<file path="config.mk">
export PLATFORM = sky130hd
export DESIGN_NAME = irq_gate_top
export DESIGN_NICKNAME = d
export VERILOG_FILES = /design/src/rtl/irq_gate_pkg.sv /design/src/rtl/irqg_decode.sv /design/src/rtl/irqg_channel.sv /design/src/rtl/irqg_rdmux.sv /design/src/rtl/irq_gate_top.sv
export SDC_FILE = /design/constraint.sdc
export NUM_CORES = 1
export LEC_CHECK = 0
export BUFFER_PORTS_ARGS = -buffer_cell sky130_fd_sc_hd__buf_2
export CORE_AREA = 2 2 39 41
export CTS_CLUSTER_SIZE = 28
export DETAILED_ROUTE_END_ITERATION = 10
export DIE_AREA = 0 0 41 43
export PLACE_DENSITY_LB_ADDON = 0.2
export SETUP_SLACK_MARGIN = 0.1
export SLEW_MARGIN = 20
export SYNTH_ARGS = -nofsm -noshare
export SYNTH_HDL_FRONTEND = slang
export SYNTH_SLANG_ARGS = --single-unit
</file>
<file path="constraint.sdc">
create_clock -name clk -period 1.57 [get_ports clk]
set_input_delay 0.2355 -clock clk [delete_from_list [all_inputs] [get_ports clk]]
set_output_delay 0.2355 -clock clk [all_outputs]
set_load 0.01 [all_outputs]
</file>
<file path="src/rtl/irq_gate_pkg.sv">
package irq_gate_pkg;
  // Arm address of a port: base plus one stride per port.
  function automatic logic [31:0] arm_addr(input logic [31:0] base,
                                           input logic [31:0] stride,
                                           input int ch);
    return base + stride * ch;
  endfunction

  // Status address of a port: its arm address plus a fixed offset.
  function automatic logic [31:0] stat_addr(input logic [31:0] base,
                                            input logic [31:0] stride,
                                            input logic [31:0] ofs,
                                            input int ch);
    return arm_addr(base, stride, ch) + ofs;
  endfunction
endpackage

</file>
<file path="src/rtl/irqg_decode.sv">
module irqg_decode
  import irq_gate_pkg::*;
#(
  parameter int ADDR_W    = 16,
  parameter int N_CH      = 2,
  parameter int EN_BASE   = 32'h2200,
  parameter int CH_STRIDE = 32'h1000,
  parameter int STAT_OFS  = 32'h0090
) (
  input  logic [ADDR_W-1:0] bus_addr,
  input  logic              bus_wr,
  input  logic              bus_rd,
  output logic [N_CH-1:0]   arm_hit,
  output logic [N_CH-1:0]   disarm_hit,
  output logic [N_CH-1:0]   arm_rd_sel,
  output logic [N_CH-1:0]   stat_rd_sel
);
  for (genvar ch = 0; ch < N_CH; ch++) begin : g_dec
    logic arm_match, stat_match;
    assign arm_match  = bus_addr == ADDR_W'(arm_addr(EN_BASE, CH_STRIDE, ch));
    assign stat_match = bus_addr == ADDR_W'(stat_addr(EN_BASE, CH_STRIDE, STAT_OFS, ch));
    assign arm_hit[ch]     = bus_wr && arm_match;
    assign disarm_hit[ch]  = bus_rd && !bus_wr && arm_match;
    assign arm_rd_sel[ch]  = bus_rd && arm_match;
    assign stat_rd_sel[ch] = bus_rd && stat_match;
  end
endmodule

</file>
<file path="src/rtl/irqg_channel.sv">
module irqg_channel (
  input  logic clk,
  input  logic rst_n,
  input  logic arm,
  input  logic disarm,
  input  logic req,
  output logic armed,
  output logic gated
);
  always_ff @(posedge clk or negedge rst_n) begin
    if (!rst_n)      armed <= 1'b0;
    else if (arm)    armed <= 1'b1;
    else if (disarm) armed <= 1'b0;
  end

  assign gated = armed && req;

  assert_arm_R2: assert property (@(posedge clk) disable iff (!rst_n)
    arm |=> armed);
  assert_disarm_R3: assert property (@(posedge clk) disable iff (!rst_n)
    (disarm && !arm) |=> !armed);
  assert_hold_R7: assert property (@(posedge clk) disable iff (!rst_n)
    (!arm && !disarm) |=> $stable(armed));
  assert_gate_R6: assert property (@(posedge clk) disable iff (!rst_n)
    gated |-> (armed && req));
endmodule

</file>
<file path="src/rtl/irqg_rdmux.sv">
module irqg_rdmux #(
  parameter int N_CH   = 2,
  parameter int DATA_W = 8
) (
  input  logic [N_CH-1:0]   arm_rd_sel,
  input  logic [N_CH-1:0]   stat_rd_sel,
  input  logic [N_CH-1:0]   armed,
  input  logic [N_CH-1:0]   req,
  output logic [DATA_W-1:0] rd_data
);
  always_comb begin
    rd_data = '0;
    for (int ch = 0; ch < N_CH; ch++) begin
      if (arm_rd_sel[ch])  rd_data[0] = rd_data[0] | armed[ch];
      if (stat_rd_sel[ch]) rd_data[0] = rd_data[0] | req[ch];
    end
  end
endmodule

</file>
<file path="src/rtl/irq_gate_top.sv">
module irq_gate_top #(
  parameter int ADDR_W    = 16,
  parameter int DATA_W    = 8,
  parameter int N_CH      = 2,
  parameter int EN_BASE   = 32'h2200,
  parameter int CH_STRIDE = 32'h1000,
  parameter int STAT_OFS  = 32'h0090
) (
  input  logic              clk,
  input  logic              rst_n,
  input  logic [ADDR_W-1:0] bus_addr,
  input  logic              bus_wr,
  input  logic              bus_rd,
  input  logic [DATA_W-1:0] bus_wdata,
  input  logic [N_CH-1:0]   drv_irq,
  output logic [DATA_W-1:0] rd_data,
  output logic              card_irq
);
  logic [N_CH-1:0] arm_hit, disarm_hit, arm_rd_sel, stat_rd_sel;
  logic [N_CH-1:0] armed, gated;
  logic            wdata_unused;

  assign wdata_unused = ^bus_wdata;

  irqg_decode #(
    .ADDR_W(ADDR_W), .N_CH(N_CH), .EN_BASE(EN_BASE),
    .CH_STRIDE(CH_STRIDE), .STAT_OFS(STAT_OFS)
  ) u_dec (
    .bus_addr(bus_addr), .bus_wr(bus_wr), .bus_rd(bus_rd),
    .arm_hit(arm_hit), .disarm_hit(disarm_hit),
    .arm_rd_sel(arm_rd_sel), .stat_rd_sel(stat_rd_sel)
  );

  for (genvar ch = 0; ch < N_CH; ch++) begin : g_ch
    irqg_channel u_ch (
      .clk(clk), .rst_n(rst_n),
      .arm(arm_hit[ch]), .disarm(disarm_hit[ch]),
      .req(drv_irq[ch]), .armed(armed[ch]), .gated(gated[ch])
    );
  end

  irqg_rdmux #(.N_CH(N_CH), .DATA_W(DATA_W)) u_rd (
    .arm_rd_sel(arm_rd_sel), .stat_rd_sel(stat_rd_sel),
    .armed(armed), .req(drv_irq), .rd_data(rd_data)
  );

  assign card_irq = |gated;

  assert_irq_src_R6: assert property (@(posedge clk) disable iff (!rst_n)
    card_irq |-> (|drv_irq));
  assert_rd_idle_R8: assert property (@(posedge clk) disable iff (!rst_n)
    !bus_rd |-> (rd_data == '0));
  assert_rd_upper_R4: assert property (@(posedge clk) disable iff (!rst_n)
    rd_data[DATA_W-1:1] == '0);
  assert_reset_R1: assert property (@(posedge clk)
    !rst_n |-> !card_irq);
endmodule

</file>
==> results of run 1 <==
## what timing repair did
| item | in CTS | in global routing |
|---|---|---|
| hold buffers | 1 | 0 |
| endpoints found under the setup margin | 1 | 1 |
| hold endpoints to repair | 2 | 0 |
| cloned | 0 | 0 |
| pin swaps | 3 | 0 |
| gates resized for setup | 2 | 0 |
## kinds of logic (layout without fill, tap and decap cells)
kind of cell    after synthesis  in the layout  synth area share, %
compound gates                6              6                 12.1
buf+inv                       8             29                 19.5
mux                           2              2                 7.36
other cells                   1              7                 1.30
flops                         2              2                 17.3
simple gates                 13             13                 42.4
## per-layer routing
metal / up-vias / wire length (um)
met1: 127 / 220
li1: 159 / -
met4: 0 / 9
met5: - / 0
met3: 2 / 84
met2: 22 / 338
## area by class of cell
type / instances / area (sq um)
inverter: 1 / 3.75
timing repair buffer: 25 / 139
fill: 167 / 938
multi-input combinational: 28 / 210
tap: 16 / 20.0
sequential: 2 / 50.0
clock buffer: 3 / 22.5
## where the power goes
part           leakage, nW  internal (mW)  switching (mW)
clock network       0.0138         0.0845          0.0309
logic                0.201         0.0323          0.0293
registers           0.0280         0.0520       0.0000244
total                0.243          0.169          0.0603
## placed cells by master (no fill, tap or decap), types with 2 or more instances in the layout
cell and count:
buf_2 22, clkbuf_4 3, conb_1 7, dfrtp_1 2
nand2_1 2, nand4_1 2, nor2_1 2, nor4_2 2
o21ai_1 4
## path summary, 6_finish.rpt
| path | startpoint | end | slack (ns) | cells past startpoint |
|---|---|---|---|---|
| min in group asynchronous | rst_n | g_ch[0].u_ch.armed | 0.32 | 2 |
| max reg2reg | g_ch[1].u_ch.armed | g_ch[1].u_ch.armed | 0.92 | 2 |
| max in group asynchronous | rst_n | g_ch[1].u_ch.armed | 1.15 | 2 |
| min reg2reg | g_ch[0].u_ch.armed | g_ch[0].u_ch.armed | 0.53 | 2 |
| max | bus_addr[14] | rd_data[0] | 0.04 | 6 |
| min | bus_addr[12] | g_ch[0].u_ch.armed | 0.27 | 2 |
## critical path: stages
cell and delay (ns):
buf_6 0.09, or4b_4 0.55, nor2b_4 0.13, nand4_1 0.07, nor2_1 0.09, buf_2 0.13
==> reports/metrics.csv, run 1 <==
stage;metric;value;unit
run_status;result of the run;finished clean;
synth;share of the synthesized area in the top cell type;18.2;%
critical_path;Critical Setup Path Class;in -> out;
finish;Regs by FF count;g_ch.u_ch.armed x2;
finish;Non-Filler Instances;75;
synth;part of the Yosys area used for sequential elements;17.3;%
floorplan;horizontal die dimension;41;um
sta;maximum achievable frequency;653;MHz
route;detailed-route wire length;653;um
worst_hold_path;worst hold path class;in -> reg;
grt;M2 GR Usage;13.1;%
cts;number of levels in the clock H-tree;1;
sta;PnR worst setup slack;0.0386;ns
synth;Post-synth top flop;dfrtp_1;
sta;count of endpoints failing hold in the final timing report;0;
critical_path;kind of start point of the critical path;input pin;
synth;average cell area after synthesis;9.03;sq um
floorplan;FP Rows;14;
cts;TritonCTS clock tree;yes;
critical_path;Critical Path Sink Type;primary output;
place;placed cells;71;
grt;number of antenna violations at the first check in global routing;0;
finish;largest reg by FF count;g_ch.u_ch.armed;
place;sum of net half-perimeters after detailed placement;572;um
power;power after layout;0.229;mW
sta;share of the cycle needed by the critical path after routing;97.5;%
cts;clock input transition at the sequential cells of the worst setup and hold paths;0.03;ns
place;Placement Setup Slack;-0.0152;ns
sta;clock tree skew after final layout;0;ns
synth;number of cells produced by synthesis;32;
grt;met3 routing resource usage after global routing;3.14;%
finish;final design area excluding fillers;445;sq um
synth;post-synthesis instance area;289;sq um
sta;hold slack final;0.267;ns
power;worst-case vdd ir drop;0.000188;V
route;average detailed-routed wire length per instance;8.71;um
cts;Inserted Clock Buffers;3;
grt;vias in the first global route;275;
finish;Antenna diodes;0;
synth;synth top area cells;buf_4 (18%), dfrtp_1 (17%), nor4_2 (8.7%);
place;count of buffers from port buffering;23;
route;total vias in the final route;310;
place;GP Congestion;0.648;
power;leakage component of the power;0.243;nW
floorplan;ports placed on the boundary;39;
finish;number of nets in the layout;91;
grt;global-route wire length before repair;1050;um
route;DRC viols;0;
sta;final-report max-slew violation count;0;
cts;maximum number of buffers from clock root to sink;2;
place;total placed instance area;402;sq um
route;Detailed Routing Iterations Pass 1;2;
synth;Unique masters post-synth;18;
finish;area delta synth->final;54.1;%
route;antenna viol nets, final;0;
job;Maximum Capacitance Violations;0;
cts;master cell of the clock root buffer;clkbuf_4;
cts;CTS sink count;2;
cts;Post-CTS Repair Setup Buffers;0;
grt;met1 GRT Util;9.58;%
finish;max reg flops;2;
synth;Yosys warning count;0;
sta;final number of setup-violating endpoints;0;
finish;fraction of the core area covered by cells at the end of the flow;32.2;%
finish;fraction of final layout cells sized beyond drive strength 1;57.6;%
synth;most frequent cells after synthesis;buf_4 (7), o21ai_1 (4);
sta;Total Neg Setup Slack;0;ns
sta;post-layout min period;1.53;ns
floorplan;Initial Util;20.9;%
synth;Synth area leader;buf_4;
grt;largest net degree at the start of global routing;6;
critical_path;worst endpoint required time;1.33;ns
grt;total congestion overflow;0;
synth;async set-or-reset flop fraction in the synthesized netlist;100;%
synth;most common cell in the netlist;buf_4;
critical_path;critical path fanouts, max;2;
synth;EDFF count, synth;0;
critical_path;critical path arrival;1.30;ns
floorplan;placeable core area;1380;sq um
sta;RSZ-0062 raised after global routing;true;
grt;global-route layer with the greatest usage;met2;
power;ratio of total power to cell area;514;nW/um^2
cts;worst skew pair latency;0.23;ns
synth;flops & latches, synth;2;
route;post-DR vias/cell;4.13;
floorplan;total die area;1760;sq um
route;Initial DRC Count;3;
grt;total track usage;9.62;%
floorplan;vertical die dimension;43;um
No activity file was read; power rests on OpenSTA's default activity.
==> run 2: changes to the inputs <==
Settings changed: PLACE_DENSITY_LB_ADDON 0.2 to not set.
==> reports/metrics.csv, run 2 (synthesis gave the netlist of run 1 again) <==
stage;metric;value;unit
finish;Antenna diodes;0;
finish;max reg flops;2;
route;average detailed-routed wire length per instance;8.36;um
cts;CTS sink count;2;
route;total vias in the final route;324;
floorplan;FP Rows;14;
route;post-DR vias/cell;4.32;
finish;largest reg by FF count;g_ch.u_ch.armed;
sta;RSZ-0062 raised after global routing;true;
place;sum of net half-perimeters after detailed placement;569;um
finish;number of nets in the layout;91;
floorplan;vertical die dimension;43;um
critical_path;largest stage delay on the critical path;0.55;ns
cts;TritonCTS clock tree;yes;
cts;Inserted Clock Buffers;3;
sta;hold slack final;0.269;ns
critical_path;CP bufs+invs;2;
place;count of buffers from port buffering;23;
route;antenna viol nets, final;0;
floorplan;ports placed on the boundary;39;
finish;top library cells by usage in the layout, fill and taps aside;buf_2 (22), conb_1 (7), o21ai_1 (4);
finish;fraction of final layout cells sized beyond drive strength 1;57.6;%
route;Detailed Routing Iterations Pass 1;2;
sta;maximum achievable frequency;651;MHz
critical_path;CP cell instances;buf_6 > or4b_4 > nor2b_4 > nand4_1 > nor2_1 > buf_2;
sta;final-report max-slew violation count;0;
finish;number of fill cells;155;
place;GP Congestion;0.587;
floorplan;horizontal die dimension;41;um
place;total placed instance area;402;sq um
sta;final number of setup-violating endpoints;0;
critical_path;reg-to-reg setup timing slack;0.92;ns
power;ratio of total power to cell area;514;nW/um^2
sta;post-layout min period;1.54;ns
floorplan;Initial Util;20.9;%
critical_path;Critical Path Sink Type;primary output;
route;DRC viols;0;
grt;global-route wire length before repair;910;um
critical_path;delay-heaviest family, CP;simple AND/OR/NAND/NOR gates;
route;Initial DRC Count;5;
grt;number of antenna violations at the first check in global routing;0;
sta;Total Neg Setup Slack;0;ns
place;Placement Setup Slack;-0.0174;ns
critical_path;critical path arrival;1.30;ns
job;Maximum Capacitance Violations;0;
cts;number of levels in the clock H-tree;1;
worst_hold_path;worst hold path class;in -> reg;
run_status;result of the run;finished clean;
cts;maximum number of buffers from clock root to sink;2;
critical_path;slowest stage cell on the critical path;or4b_4;
critical_path;worst endpoint required time;1.33;ns
sta;count of endpoints failing hold in the final timing report;0;
grt;total congestion overflow;0;
finish;most common cell after layout, fill and taps aside;buf_2;
route;detailed-route wire length;627;um
critical_path;critical path fanouts, max;2;
place;placed cells;71;
power;leakage component of the power;0.243;nW
finish;Regs by FF count;g_ch.u_ch.armed x2;
cts;worst skew pair latency;0.22;ns
cts;master cell of the clock root buffer;clkbuf_4;
grt;total track usage;8.12;%
finish;area delta synth->final;54.1;%
grt;largest net degree at the start of global routing;6;
floorplan;total die area;1760;sq um
cts;clock input transition at the sequential cells of the worst setup and hold paths;0.03;ns
sta;share of the cycle needed by the critical path after routing;97.8;%
finish;final design area excluding fillers;445;sq um
sta;clock tree skew after final layout;0;ns
floorplan;placeable core area;1380;sq um
critical_path;kind of start point of the critical path;input pin;
power;worst-case vdd ir drop;0.000142;V
finish;Non-Filler Instances;75;
critical_path;Critical Setup Path Class;in -> out;
grt;vias in the first global route;285;
sta;PnR worst setup slack;0.0349;ns
run 2: through the flow:
step	utilization, %	total power, mW
after floorplan	-	0.0872
after global placement	29.0	0.109
after detailed placement	29.0	0.111
after CTS	31.8	0.236
after global routing	32.2	0.242
final	32.2	0.229
run 2: worst paths after layout:
kind	cells after the start	startpoint	end
max	6	bus_addr[14]	rd_data[0]
min	2	bus_addr[12]	g_ch[0].u_ch.armed
max reg2reg	2	g_ch[0].u_ch.armed	g_ch[0].u_ch.armed
min reg2reg	2	g_ch[1].u_ch.armed	g_ch[1].u_ch.armed
max in group asynchronous	2	rst_n	g_ch[0].u_ch.armed
min in group asynchronous	2	rst_n	g_ch[1].u_ch.armed
run 2: timing repair:
item,CTS,global route
pin swaps,3,0
endpoints found under the hold margin,2,0
setup endpoints to repair,1,1
resized for setup,1,1
buffers inserted,0,0
hold buffers,1,0
run 2: power breakdown:
| part | switching (mW) | internal, mW |
|---|---|---|
| Combinational | 0.0294 | 0.0323 |
| Clock | 0.0308 | 0.0845 |
| Sequential | 0.0000247 | 0.0520 |
| Total | 0.0602 | 0.169 |
run 2: area by class of cell:
class	instances	area, sq um	share of cell area, %
clock buffers	3	22.5	5.06
flip-flops and latches	2	50.0	11.2
repair buffers	25	139	31.2
multi-input cells	28	210	47.2
well taps	16	20.0	4.49
inverters	1	3.75	0.843
run 2: layer usage:
metal / track usage [%] / up-vias / wire length, um
li1: - / 159 / -
met1: 5.43 / 141 / 196
met2: 14.4 / 22 / 345
met3: 1.57 / 2 / 77
met4: 10.0 / 0 / 8
met5: 0 / - / 0
